File: src/rtl/i2c_irq_pkg.sv
package i2c_irq_pkg;
  localparam int DATA_W       = 64;
  localparam int FLAG_W       = 16;
  localparam int FLAG_LSB     = 32;
  localparam int ACCESS_BYTES = 8;
  localparam int OFF_MASK     = 8;
  localparam int OFF_RAW      = 9;
  localparam int OFF_COND     = 10;

  typedef logic [DATA_W-1:0] word_t;

  typedef enum logic [2:0] {
    ACC_NONE,
    ACC_MASK,
    ACC_RAW_OR,
    ACC_COND_AND,
    ACC_PEER,
    ACC_UNKNOWN,
    ACC_BADSIZE
  } acc_kind_e;

  // place the status flags into their field of the condition word
  function automatic word_t raw_from_flags(input logic [FLAG_W-1:0] f);
    word_t w;
    w = '0;
    w[FLAG_LSB +: FLAG_W] = f;
    return w;
  endfunction

  function automatic logic cond_active(input word_t raw, input word_t mask);
    return |(raw & mask);
  endfunction

  function automatic logic map_bit(input logic [63:0] map, input int idx);
    logic r;
    r = 1'b0;
    for (int i = 0; i < 64; i++)
      if (idx == i) r = map[i];
    return r;
  endfunction
endpackage

File: src/rtl/i2c_irq_decode.sv
module i2c_irq_decode
  import i2c_irq_pkg::*;
#(
  parameter int          ADDR_W      = 8,
  parameter logic [63:0] RD_PEER_MAP = 64'h78F0,
  parameter logic [63:0] WR_PEER_MAP = 64'h3F8F0
) (
  input  logic              req_valid,
  input  logic              req_write,
  input  logic [ADDR_W-1:0] req_addr,
  input  logic [3:0]        req_size,
  output acc_kind_e         kind
);
  localparam int OFF_W = ADDR_W - 3;

  logic [OFF_W-1:0] off;
  logic             well_formed;
  logic             peer_hit;

  assign off         = req_addr[ADDR_W-1:3];
  assign well_formed = (req_addr[2:0] == 3'd0) && (req_size == 4'(ACCESS_BYTES));
  assign peer_hit    = req_write ? map_bit(WR_PEER_MAP, int'(off))
                                 : map_bit(RD_PEER_MAP, int'(off));

  always_comb begin
    kind = ACC_NONE;
    if (req_valid) begin
      if (!well_formed)                kind = ACC_BADSIZE;
      else if (int'(off) == OFF_MASK)  kind = ACC_MASK;
      else if (int'(off) == OFF_RAW)   kind = ACC_RAW_OR;
      else if (int'(off) == OFF_COND)  kind = ACC_COND_AND;
      else if (peer_hit)               kind = ACC_PEER;
      else                             kind = ACC_UNKNOWN;
    end
  end
endmodule

File: src/rtl/i2c_irq_mask.sv
module i2c_irq_mask
  import i2c_irq_pkg::*;
(
  input  logic      clk,
  input  logic      rst_n,
  input  acc_kind_e kind,
  input  logic      req_write,
  input  word_t     wdata,
  output word_t     mask_q,
  output word_t     mask_d
);
  logic mask_write;
  assign mask_write = req_write &&
                      (kind == ACC_MASK || kind == ACC_RAW_OR || kind == ACC_COND_AND);

  always_comb begin
    mask_d = mask_q;
    if (req_write) begin
      unique case (kind)
        ACC_MASK:     mask_d = wdata;
        ACC_RAW_OR:   mask_d = mask_q | wdata;
        ACC_COND_AND: mask_d = mask_q & wdata;
        default:      mask_d = mask_q;
      endcase
    end
  end

  always_ff @(posedge clk or negedge rst_n) begin
    if (!rst_n) mask_q <= '0;
    else        mask_q <= mask_d;
  end


  direct_write_chk: assert property (@(posedge clk) disable iff (!rst_n)
    (kind == ACC_MASK && req_write) |=> mask_q == $past(wdata));

  or_write_chk: assert property (@(posedge clk) disable iff (!rst_n)
    (kind == ACC_RAW_OR && req_write) |=>
      ((mask_q & $past(wdata)) == $past(wdata)) &&
      ((mask_q & ~$past(wdata)) == ($past(mask_q) & ~$past(wdata))));

  and_write_chk: assert property (@(posedge clk) disable iff (!rst_n)
    (kind == ACC_COND_AND && req_write) |=>
      ((mask_q & ~$past(wdata)) == '0) &&
      ((mask_q & $past(wdata)) == ($past(mask_q) & $past(wdata))));

  mask_hold_chk: assert property (@(posedge clk) disable iff (!rst_n)
    !mask_write |=> $stable(mask_q));
endmodule

File: src/rtl/i2c_irq_line.sv
module i2c_irq_line
  import i2c_irq_pkg::*;
(
  input  logic  clk,
  input  logic  rst_n,
  input  word_t raw,
  input  word_t mask_d,
  input  word_t mask_q,
  output logic  irq
);
  always_ff @(posedge clk or negedge rst_n) begin
    if (!rst_n) irq <= 1'b0;
    else        irq <= cond_active(raw, mask_d);
  end


  irq_track_chk: assert property (@(posedge clk) disable iff (!rst_n)
    irq == (($past(raw) & mask_q) != '0));

  irq_field_chk: assert property (@(posedge clk) disable iff (!rst_n)
    irq |-> $past(raw) != '0);
endmodule

File: src/rtl/i2c_irq_cond.sv
module i2c_irq_cond
  import i2c_irq_pkg::*;
#(
  parameter int          ADDR_W      = 8,
  parameter logic [63:0] RD_PEER_MAP = 64'h78F0,
  parameter logic [63:0] WR_PEER_MAP = 64'h3F8F0
) (
  input  logic              clk,
  input  logic              rst_n,
  input  logic              req_valid,
  input  logic              req_write,
  input  logic [ADDR_W-1:0] req_addr,
  input  logic [3:0]        req_size,
  input  logic [63:0]       req_wdata,
  input  logic [15:0]       stat_flags,
  output logic              rsp_valid,
  output logic [63:0]       rsp_rdata,
  output logic              unk_access,
  output logic              irq
);
  acc_kind_e kind;
  word_t     raw_word;
  word_t     mask_q;
  word_t     mask_d;
  word_t     rd_mux;
  logic      rd_take;
  logic      unk_now;

  assign raw_word = raw_from_flags(stat_flags);
  assign rd_take  = req_valid && !req_write;
  assign unk_now  = (kind == ACC_UNKNOWN);

  i2c_irq_decode #(
    .ADDR_W(ADDR_W), .RD_PEER_MAP(RD_PEER_MAP), .WR_PEER_MAP(WR_PEER_MAP)
  ) u_decode (
    .req_valid(req_valid), .req_write(req_write), .req_addr(req_addr),
    .req_size(req_size), .kind(kind)
  );

  i2c_irq_mask u_mask (
    .clk(clk), .rst_n(rst_n), .kind(kind), .req_write(req_write),
    .wdata(req_wdata), .mask_q(mask_q), .mask_d(mask_d)
  );

  i2c_irq_line u_line (
    .clk(clk), .rst_n(rst_n), .raw(raw_word), .mask_d(mask_d),
    .mask_q(mask_q), .irq(irq)
  );

  always_comb begin
    unique case (kind)
      ACC_MASK:     rd_mux = mask_q;
      ACC_RAW_OR:   rd_mux = raw_word;
      ACC_COND_AND: rd_mux = raw_word & mask_q;
      ACC_PEER:     rd_mux = '0;
      default:      rd_mux = '1;
    endcase
  end

  always_ff @(posedge clk or negedge rst_n) begin
    if (!rst_n) begin
      rsp_valid  <= 1'b0;
      rsp_rdata  <= '0;
      unk_access <= 1'b0;
    end else begin
      rsp_valid  <= rd_take;
      unk_access <= unk_now;
      if (rd_take) rsp_rdata <= rd_mux;
    end
  end


  unk_pulse_chk: assert property (@(posedge clk) disable iff (!rst_n)
    unk_now |=> unk_access);

  unk_quiet_chk: assert property (@(posedge clk) disable iff (!rst_n)
    !unk_now |=> !unk_access);

  unk_ones_chk: assert property (@(posedge clk) disable iff (!rst_n)
    (unk_now && !req_write) |=> rsp_rdata == '1);

  badsize_chk: assert property (@(posedge clk) disable iff (!rst_n)
    (kind == ACC_BADSIZE) |=> !unk_access && $stable(mask_q));

  rsp_once_chk: assert property (@(posedge clk) disable iff (!rst_n)
    rd_take |=> rsp_valid);
endmodule

File: config.mk
export PLATFORM = sky130hd
export DESIGN_NAME = i2c_irq_cond
export DESIGN_NICKNAME = d
export VERILOG_FILES = /design/src/rtl/i2c_irq_pkg.sv /design/src/rtl/i2c_irq_decode.sv /design/src/rtl/i2c_irq_mask.sv /design/src/rtl/i2c_irq_line.sv /design/src/rtl/i2c_irq_cond.sv
export SDC_FILE = /design/constraint.sdc
export NUM_CORES = 1
export LEC_CHECK = 0
export ABC_AREA = 1
export BUFFER_PORTS_ARGS = -buffer_cell sky130_fd_sc_hd__clkbuf_2
export CAP_MARGIN = 0
export CORE_MARGIN = 1.5
export CORE_UTILIZATION = 54
export CTS_CLUSTER_DIAMETER = 40
export DETAILED_ROUTE_END_ITERATION = 10
export GPL_TIMING_DRIVEN = 0
export PLACE_DENSITY = 0.89
export SYNTH_ARGS = -nofsm -noshare
export SYNTH_HDL_FRONTEND = slang
export SYNTH_SLANG_ARGS = --single-unit
File: constraint.sdc
create_clock -name clk -period 1.4 [get_ports clk]
set_clock_uncertainty 0.2 [all_clocks]
set_input_delay 0.07 -clock clk [delete_from_list [all_inputs] [get_ports clk]]
set_output_delay 0.07 -clock clk [all_outputs]
set_load 0.1 [all_outputs]
==> summary.md, run 1 <==
| Metric | Value |
|---|---|
| Total CTS buffers | `17` |
| GRT worst endpoint | `u_line.irq$_DFF_PN0_/D` |
| Port Buffers | `162` |
| Syn_nets | `986` |
| Cell Area, Placed | `8070 µm²` |
| Post-synth top cells | `nand2_1, dfrtp_1, nor2_1` |
| Post-synthesis instance area | `6850 µm²` |
| H-tree levels | `4` |
| Synthesis-stage register bit count | `131` |
| Synthesized instance count | `890` |
| Initial Util | `56.1%` |
| Synth top area cells | `dfrtp_1, nand2_1, o21ai_0` |
| EDFF count, synth | `0` |
| Stopped at | `global routing (5_1_grt)` |
| Fraction of registers with async set/reset | `100%` |
| Synth Flop Type | `dfrtp_1` |
| Mean Syn Cell Area | `7.70 µm²` |
| Post-synth cell types | `31` |
| Top-count cell post-synth | `nand2_1` |
| Clock sinks | `131` |
| HPWL after DPL | `13800 µm` |
| Seq/Total Area, Yosys | `47.9%` |
| Gpl congestion | `0.878` |
| DIE HEIGHT | `116 µm` |
| Row cnt | `40` |
| Worst endpoint pin kind | `register input` |
| Share of the synthesized area in the top cell type | `47.9%` |
| Outcome | `aborted with a tool error` |
| Clk buf depth | `2` |
| IO Count | `163` |
| Tool error | `[ERROR DPL-0038] Utilization greater than 100%, impossible to legalize` |
| Largest net degree at the start of global routing | `113` |
| DIE WIDTH | `116 µm` |
| Clock Tree Root | `clkbuf_16` |
| Post-synth top area cell | `dfrtp_1` |
| Warnings, synthesis | `0` |
## kinds of logic after synthesis
kind of cell	Yosys count	share of synthesized area [%]
buffers and inverters	140	8.99
AOI/OAI and AO/OA	257	21.1
DFF	131	47.9
and+or+nand+nor	362	22.1
## stage by stage
stage / instances / setup WS, ps / util (%) / hold slack, ps / setup TNS [ps]
2_1_floorplan: 890 / -333 / - / -426 / -25450
3_3_place_gp: 1220 / -2020 / 65.8 / 139 / -364660
3_5_place_dp: 1221 / -984 / 66.1 / -257 / -107200
4_1_cts: 1376 / -195 / 86.4 / -185 / -6560
## what timing repair did
action                     in CTS
cloned                          6
pin swaps                      32
hold endpoints to repair      213
setup endpoints to repair     197
resized for setup             226
hold buffers                   82
buffers inserted               41
==> run 2, diff against run 1 <==
--- a/config.mk
+++ b/config.mk
@@ -9,11 +9,10 @@
 export BUFFER_PORTS_ARGS = -buffer_cell sky130_fd_sc_hd__clkbuf_2
 export CAP_MARGIN = 0
 export CORE_MARGIN = 1.5
-export CORE_UTILIZATION = 54
-export CTS_CLUSTER_DIAMETER = 40
+export CORE_UTILIZATION = 40
 export DETAILED_ROUTE_END_ITERATION = 10
 export GPL_TIMING_DRIVEN = 0
-export PLACE_DENSITY = 0.89
+export PLACE_DENSITY_LB_ADDON = 0.15
 export SYNTH_ARGS = -nofsm -noshare
 export SYNTH_HDL_FRONTEND = slang
 export SYNTH_SLANG_ARGS = --single-unit
==> run 2 against run 1 <==
Effect of this change:
- the flow now finishes, with violations (negative hold slack, negative setup slack)
- synthesized cell count unchanged
- area after synthesis stayed put
==> summary.md, run 2 <==
| Metric | Value |
|---|---|
| Core Area | `16600 µm²` |
| DIE WIDTH | `134 µm` |
| Synthesized instance count | `890` |
| Synth top area cells | `dfrtp_1, nand2_1, o21ai_0` |
| Violated checks | `negative hold slack, negative setup slack` |
| Data required, critical path | `1490 ps` |
| Met2 Usage GRT | `46.7%` |
| Critical path's slowest cell | `dfrtp_1` |
| Most frequent cells in the layout | `nand2_1, dfrtp_1, clkbuf_2, buf_4, dlygate4sd3_1` |
| Rel. slew slack | `62.0%` |
| CP Cell Sequence | `inv_1, nand4_1, nand2_1, nand2_1, nand2_1, nand2_1, nand2_1, nand3_1, nor2_1, nand3_1` |
| Hold Buf Count CTS | `80` |
| Post-synth cell types | `31` |
| Worst-Margin Slew | `570 ps` |
| Post-synthesis instance area | `6850 µm²` |
| CP Capture Type | `register` |
| Final Non-Filler Cells | `1468` |
| Final Slew Violations | `0` |
| Leak | `0.00543 µW` |
| Mean Syn Cell Area | `7.70 µm²` |
| Setup CP Type | `reg2reg` |
| Fillers | `1163` |
| DIE HEIGHT | `134 µm` |
| Initial Util | `41.2%` |
| Most common cell after layout, fill and taps aside | `nand2_1` |
| Nets | `1331` |
| Gpl congestion | `0.835` |
| Layout cells sized above 1 | `42.5%` |
| IO Count | `163` |
| Global-route wire length before repair | `38200 µm` |
| Hold crit path type | `in2async` |
| Dpl ws | `-1000 ps` |
| FMAX | `581 MHz` |
| Clock Tree Root | `clkbuf_16` |
| Reg area | `3280 µm²` |
| Worst hold slack | `-113 ps` |
| DRC | `0` |
| Iteration count of the initial detailed-routing pass | `7` |
| Power Density | `760 nW/µm²` |
| DRT Wirelength | `25600 µm` |
| Post-synth top area cell | `dfrtp_1` |
| Gr ovfl total | `0` |
| Worst skew pair latency | `430 ps` |
| Final worst setup slack | `-320 ps` |
| Total GRT Usage | `27.6%` |
| Fraction of registers with async set/reset | `100%` |
| Footprint of the multi-input gates | `3820 µm²` |
| Synth Flop Type | `dfrtp_1` |
| HPWL after DPL | `14400 µm` |
| Max incr delay on CP | `400 ps` |
| Vias | `7838` |
| Share of the synthesized area in the top cell type | `47.9%` |
| Clk buf depth | `2` |
| Syn_nets | `986` |
| Fin. Hold Viols | `24` |
| Final Cycle Share | `123%` |
| Cell mode on critical path | `nand2_1` |
| Warnings, synthesis | `0` |
| Port Buffers | `162` |
| Met3 usage | `5.52%` |
| Total CTS buffers | `17` |
| Vias/cell | `5.34` |
| Outcome | `finished, violations left` |
| Finish-stage setup viols | `118` |
| Biggest regs | `rsp_rdata: 64 flops, u_mask.mask_q: 64 flops` |
| Vias in the first global route | `7422` |
| Remaining antenna violation count | `0` |
| Initial antenna violation count | `0` |
| Seq/Total Area, Yosys | `47.9%` |
| Largest net degree at the start of global routing | `108` |
| H-tree levels | `4` |
| Post-synth top cells | `nand2_1, dfrtp_1, nor2_1` |
| Max-cap violations | `0` |
| Initial DRC Count | `513` |
| Top-count cell post-synth | `nand2_1` |
| Inst Count DP | `1273` |
| P&R area growth vs syn | `76.4%` |
| Row cnt | `47` |
| Reg clk slew, reported paths | `60 ps` |
| Unrepaired setup endpoints after global routing | `true` |
| Clock period minus worst slack | `1720 ps` |
| CTS tree | `done` |
| Ant. Diodes | `0` |
| Clock sinks | `131` |
| Global-route layer with the greatest usage | `met2` |
| Startpoint Class | `register` |
| Synthesis-stage register bit count | `131` |
| Wire per inst | `17.4 µm` |
| Largest vdd supply drop | `0.867 mV` |
| EDFF count, synth | `0` |
| Crit path DAT | `1810 ps` |
| Setup TNS | `-13460 ps` |
| Die Footprint | `17900 µm²` |
| CP max FO | `3` |
| Met1 usage in global routing | `35.5%` |
run 2: cell counts after synthesis:
Identical to the previous run, type by type.
run 2: area by class of cell:
class,count,area share [%]
Buffer,45,4.67
Clock buffer,18,3.63
Clock inverter,14,1.15
Inverter,90,3.02
Multi-Input combinational cell,619,31.6
Sequential cell,131,27.1
Tap cell,220,2.28
Timing Repair Buffer,331,26.5
run 2: metal layers:
layer,wire length (µm),up-vias
met4,646,0
met5,0,-
met1,10800,3788
li1,-,3686
met3,1390,62
met2,12800,302
run 2: per-stage QoR:
stage	power, µW	instance area, µm²	hold slack [ps]	utilization (%)
floorplan	4180	7010	-426	-
global placement	4530	8100	141	48.7
global route	9490	12100	-105	72.6
CTS	9170	11400	-117	68.4
detailed placement	4550	8140	-233	48.9
finish	9180	12100	-113	72.6
run 2: kinds of logic after synthesis:
family	share of synthesized area, %
and+or+nand+nor	22.1
AOI/OAI and AO/OA	21.1
buffers and inverters	8.99
DFF	47.9
run 2: what timing repair did:
item                                    CTS  global route
endpoints found under the setup margin  197           157
setup buffers                            62            16
pin swaps                                55            78
hold endpoints to repair                211            24
gates resized for setup                 325           208
gates cloned                             15             7
run 2: worst paths after layout:
kind | depth (start not counted) | startpoint | slack (ps) | to
worst max register to register | 10 | u_mask.mask_q[44]$_DFF_PN0_ | -320 | u_line.irq$_DFF_PN0_
max in group asynchronous | 3 | rst_n | 290 | rsp_rdata[45]$_DFFE_PN0P_
worst min register to register | 1 | rsp_rdata[45]$_DFFE_PN0P_ | 310 | rsp_rdata[45]$_DFFE_PN0P_
worst min-delay path | 2 | rst_n | -110 | rsp_rdata[0]$_DFFE_PN0P_
min in group clk | 5 | req_write | 60 | rsp_rdata[45]$_DFFE_PN0P_
worst max-delay path | 10 | u_mask.mask_q[44]$_DFF_PN0_ | -320 | u_line.irq$_DFF_PN0_
run 2: worst max-delay path: cells and delay by family, from the launching register on:
kind / cells / cell delay [ps]
AND/OR/NAND/NOR: 9 / 930
flip-flops: 1 / 400
buffers and inverters: 1 / 70
run 2: report_power, final:
part           leakage [µW]  total [µW]  switching, µW  internal, µW
sequential          0.00149        3840           26.3          3810
clock              0.000269        4380           1730          2650
combinational       0.00367         970            553           417
Note: power is estimated with default switching activity, not from simulation.
